### config.mk
export PLATFORM = sky130hd
export DESIGN_NAME = issue_interlock
export DESIGN_NICKNAME = d
export VERILOG_FILES = /design/src/rtl/issue_interlock.sv
export SDC_FILE = /design/constraint.sdc
export NUM_CORES = 1
export LEC_CHECK = 0
export ABC_CLOCK_PERIOD_IN_PS = 11000
export BUFFER_PORTS_ARGS = -buffer_cell sky130_fd_sc_hd__buf_2
export CAP_MARGIN = 15
export CORE_ASPECT_RATIO = 0.9
export CORE_MARGIN = 4
export CORE_UTILIZATION = 35
export DETAILED_ROUTE_END_ITERATION = 16
export GPL_TIMING_DRIVEN = 1
export PLACE_DENSITY = 0.59
export SLEW_MARGIN = 20
export SYNTH_ARGS = -nofsm -noshare
export SYNTH_HDL_FRONTEND = slang
export SYNTH_SLANG_ARGS = --single-unit
### constraint.sdc
create_clock -name clk -period 11 [get_ports clk]
set_input_delay 1.65 -clock clk [delete_from_list [all_inputs] [get_ports clk]]
set_output_delay 1.65 -clock clk [all_outputs]
set_load 0.005 [all_outputs]
### src/rtl/issue_interlock.sv
module issue_interlock #(
  parameter int NREG = 32,
  parameter int IW   = $clog2(NREG),
  parameter int CW   = 6,
  parameter int BW   = 5
) (
  input  logic          clk,
  input  logic          rst,
  input  logic          flush,
  input  logic          dec_valid,
  input  logic [3:0]    dec_class,
  input  logic [IW-1:0] dec_dst,
  input  logic [IW-1:0] src_a,
  input  logic [IW-1:0] src_b,
  input  logic [IW-1:0] src_c,
  input  logic [2:0]    src_vld,
  output logic          stall
);

  localparam logic [3:0] K_ALU = 4'd0, K_MUL = 4'd1, K_DIV = 4'd2, K_SHIFT = 4'd3,
                         K_BR = 4'd4, K_BRLINK = 4'd5, K_CACHE = 4'd6, K_FARITH = 4'd7,
                         K_FDIV = 4'd8, K_F2I = 4'd9, K_I2F = 4'd10, K_FSQRT = 4'd11,
                         K_FCMP = 4'd12, K_SGET = 4'd13, K_STORE = 4'd14, K_LOAD = 4'd15;

  // cycles a consumer must wait after the producer leaves decode (latency - 2)
  function automatic logic [CW-1:0] wait_of(input logic [3:0] c);
    case (c)
      K_SHIFT:          wait_of = CW'(1);
      K_BRLINK, K_LOAD: wait_of = CW'(2);
      K_FARITH, K_I2F:  wait_of = CW'(3);
      K_F2I:            wait_of = CW'(4);
      K_FSQRT:          wait_of = CW'(26);
      K_FDIV:           wait_of = CW'(27);
      K_DIV:            wait_of = CW'(31);
      default:          wait_of = '0;
    endcase
  endfunction

  // extra memory-access cycles beyond the first
  function automatic logic [BW-1:0] hold_of(input logic [3:0] c);
    case (c)
      K_CACHE, K_FARITH, K_I2F: hold_of = BW'(1);
      K_F2I:                    hold_of = BW'(2);
      K_FSQRT:                  hold_of = BW'(24);
      K_FDIV:                   hold_of = BW'(25);
      K_DIV:                    hold_of = BW'(30);
      default:                  hold_of = '0;
    endcase
  endfunction

  function automatic logic writes(input logic [3:0] c);
    writes = !(c == K_BR || c == K_CACHE || c == K_STORE);
  endfunction

  logic [CW-1:0] cnt [NREG];
  logic [BW-1:0] busy;
  logic [IW-1:0] last_dst;
  logic          last_mark, last_busy;
  logic          pend, issue, mark;

  always_comb begin
    pend = (busy != '0);
    if (src_vld[0] && cnt[src_a] != '0) pend = 1'b1;
    if (src_vld[1] && cnt[src_b] != '0) pend = 1'b1;
    if (src_vld[2] && cnt[src_c] != '0) pend = 1'b1;
  end

  assign stall = dec_valid & pend;
  assign issue = dec_valid & ~pend & ~flush;
  assign mark  = issue & writes(dec_class) & (dec_dst != '0);

  always_ff @(posedge clk) begin
    if (rst) begin
      for (int i = 0; i < NREG; i++) cnt[i] <= '0;
      busy      <= '0;
      last_dst  <= '0;
      last_mark <= 1'b0;
      last_busy <= 1'b0;
    end else begin
      for (int i = 0; i < NREG; i++) begin
        if (mark && dec_dst == IW'(i))
          cnt[i] <= wait_of(dec_class);
        else if (flush && last_mark && last_dst == IW'(i))
          cnt[i] <= '0;
        else if (cnt[i] != '0)
          cnt[i] <= cnt[i] - CW'(1);
      end
      if (flush && last_busy)  busy <= '0;
      else if (issue)          busy <= hold_of(dec_class);
      else if (busy != '0)     busy <= busy - BW'(1);
      last_dst  <= dec_dst;
      last_mark <= mark;
      last_busy <= issue && (hold_of(dec_class) != '0);
    end
  end

  p_div_hold_r5: assert property (@(posedge clk) disable iff (rst)
    (dec_valid && !stall && !flush && dec_class == K_DIV) |=> busy == BW'(30));

  p_busy_count_r6: assert property (@(posedge clk) disable iff (rst)
    (busy != '0 && !flush) |=> busy == $past(busy) - BW'(1));

  p_nodst_r7: assert property (@(posedge clk) disable iff (rst)
    (dec_valid && !stall && !flush && !writes(dec_class) && cnt[dec_dst] == '0)
      |=> cnt[$past(dec_dst)] == '0);

  p_zero_ready_r8: assert property (@(posedge clk) disable iff (rst) cnt[0] == '0);

  p_stall_quiet_r10: assert property (@(posedge clk) disable iff (rst)
    (dec_valid && stall && cnt[dec_dst] == '0) |=> cnt[$past(dec_dst)] == '0);

  p_flush_undo_r11: assert property (@(posedge clk) disable iff (rst)
    (flush && last_mark) |=> cnt[$past(last_dst)] == '0);

endmodule

==> results.json <==
{
  "antenna_found_initial": 1,
  "cts_buffer_depth": 3,
  "slew_headroom_pct": 27.53,
  "worstHoldEndpoint": "busy[4]",
  "yosysTopAreaCell": "edfxtp_1",
  "max_stage_delay_ns": 0.72,
  "nFillCells": 4147,
  "worst_pin_slew_ns": 1.079,
  "reg2reg_slack_ns": 5.70,
  "globalplace.congestion": 1.015,
  "synthesis.area_sq_um": 14930,
  "fin_crit_sh_pct": 57.89,
  "end_kind": "primary output",
  "critPathMaxFanout": 41,
  "stdcell_count": 2192,
  "drtIter0Drc": 1562,
  "reg2reg_from": "cnt[7][0]",
  "core-area_sq_um": 42020,
  "postLayoutSetupSlackWorst_ns": 4.632,
  "hold_viol": 0,
  "cp_num_buf_inv": 3,
  "min_period_ns": 6.368,
  "cp.arrival_ns": 4.72,
  "reg2reg_depth": 9,
  "fin_total_pwr_mw": 4.598,
  "setup_tns_ns": 0,
  "initial_core_util_pct": 35.54,
  "antenna_left": 0,
  "dp_slack_ns": 4.693,
  "firstDrtPassIters": 6,
  "grt_overflow": 0,
  "seq_area_sq_um": 6006,
  "status": "finished clean",
  "syn_nets": 1724,
  "path_class": "primary input to primary output",
  "die_area_sq_um": 46040,
  "max-cap-violations": 0,
  "grt_pass1_vias": 12225,
  "die_h_um": 204.0,
  "rsz0062_at_grt": "no",
  "critPathTopFamily": "simple AND/OR/NAND/NOR gates",
  "yosysWarningCount": 0,
  "yosysSeqAreaShare_pct": 40.22,
  "syn2layout_area_growth_pct": 10.39,
  "grt_pass1_wl_um": 72050,
  "cts_root_buf": "clkbuf_16",
  "grtUsageTotal_pct": 19.96,
  "finalClockSkew_ns": 0.01441,
  "grt_max_degree": 75,
  "max_freq_mhz": 157.0,
  "ys_ff_latch": 204,
  "wl_per_cell_um": 21.61,
  "post_cts_resized": 0,
  "cts_tree": "built",
  "die_w_um": 225.7,
  "slowest_stage": "or4_1",
  "final_layout_size_suffix_gt1_share_pct": 11.44,
  "final_nets": 1729,
  "syn-instance-count": 1624,
  "netlist.area_leader.share_pct": 38.61,
  "io_pins": 32,
  "syn_area_per_cell_sq_um": 9.194,
  "leakage_nw": 6.253,
  "synth_enable_flop_cells": 192,
  "totalWireLength_um": 47370,
  "cp_common_cell": "buf_2",
  "synth_commonest_cells": "202 x nor2_1, 192 x edfxtp_1, 137 x nand2_1",
  "hpwl_um": 34630,
  "final_util_pct": 39.23,
  "rows": 71,
  "path_cells": "buf_2, a32oi_1, a2111oi_0, o22ai_1, o2111a_1, or4_1, nor3_1, buf_4, nor2b_1, buf_2",
  "ir_drop_uv": 122.1,
  "post-place-cells": 2149,
  "drv_slew": 0,
  "cts_max_level": 1,
  "cts_setup_buffers": 0,
  "synthArstFlopShare_pct": 0,
  "synthFlopType": "edfxtp_1",
  "hold_buffers": 0,
  "cts_buffers": 25,
  "synth_most_common_cell": "nor2_1",
  "min_path_cells": 2,
  "vias": 13002,
  "p_per_area_nw_per_um2": 278.9,
  "critPathLaunchType": "primary input",
  "rr_endpoint": "cnt[18][1]",
  "multi_input_area_sq_um": 8300,
  "synthTopCellsByArea": "edfxtp_1 39%, ha_1 5.8%, nor2_1 5.1%, xnor2_1 3.9%, mux2_2 3.8%",
  "worstSkewPairLatency_ns": 0.55,
  "vias_per_cell": 5.932,
  "drc": 0,
  "min-delay-start": "busy[4]",
  "required_ns": 9.35,
  "setup_violations": 0,
  "place.port_buffers": 31,
  "synth.distinct_cells": 75,
  "clk_pin_slew_worst_paths_ns": 0.05,
  "hold_class": "flip-flop to flip-flop",
  "clock-sinks": 204
}
## layer usage
metal | track usage (%) | wire length (um)
met3 | 4.538 | 4796
met1 | 29.49 | 21370
met4 | 6.234 | 1630
met2 | 28.93 | 19560
met5 | 0 | 11
## state kept, by name (all words and copies together) (netlist names)
signal and flops:
busy 5, last_mark 1, cnt 192, last_dst 5
last_busy 1
## tightest hold or removal path, stage by stage (launching register included)
cell     delay (ns)
dfxtp_1        0.31
o21ai_0        0.07
a21oi_1        0.07
## cells in the final DEF, fill, tap and decap left out, types with 26 or more instances in the layout
cell,n
xnor2_1,66
ha_1,69
nor3_1,94
xor2_1,47
mux2_2,51
inv_1,81
nor2_1,201
o21ai_0,68
a21oi_1,51
clkbuf_16,26
buf_2,31
nand3_1,63
nand4_1,27
mux2i_1,39
o22ai_1,40
nor4_1,42
edfxtp_1,192
nand2_1,137
## layout make-up
cell class	count	area share, %
multi-input combinational	1261	50.36
sequential	204	36.44
clock buffer	34	4.372
tap	547	4.152
timing repair buffer	56	2.080
inverter	81	1.845
clock inverter	8	0.7439
antenna	1	0.01518
## through the flow
step	hold slack, ns	cell area [sq um]
after detailed placement	0.4765	15640
after global routing	0.5562	16480
after global placement	0.4643	15640
after CTS	0.4850	16480
final	0.4926	16480
after floorplan	0.4548	14930
## power by group
group / leakage [nW] / total, mW / internal, mW / switching [mW]
Combinational: 3.55 / 2.07 / 0.884 / 1.18
Sequential: 2.28 / 1.67 / 1.31 / 0.354
Clock: 0.416 / 0.864 / 0.526 / 0.338
## logic make-up after synthesis
| kind of cell | Yosys count | synth area share (%) |
|---|---|---|
| xor gates and xnor gates | 113 | 6.628 |
| AOI/OAI and AO/OA | 289 | 12.81 |
| buffers and inverters | 159 | 4.223 |
| and+or+nand+nor | 692 | 22.82 |
| DFF | 204 | 40.22 |
| muxes | 98 | 7.516 |
| adders and majority gates | 69 | 5.782 |
## how the worst max path moves through the flow
stage	startpoint	to	slack [ns]	cells past startpoint
floorplan	src_c[1]	stall	5.20	12
global placement	src_b[1]	stall	4.68	10
detailed placement	src_b[1]	stall	4.69	10
CTS	src_b[1]	stall	4.68	10
global route	src_b[1]	stall	4.45	10
finish	src_b[1]	stall	4.63	10
No activity file was read; power rests on OpenSTA's default activity.
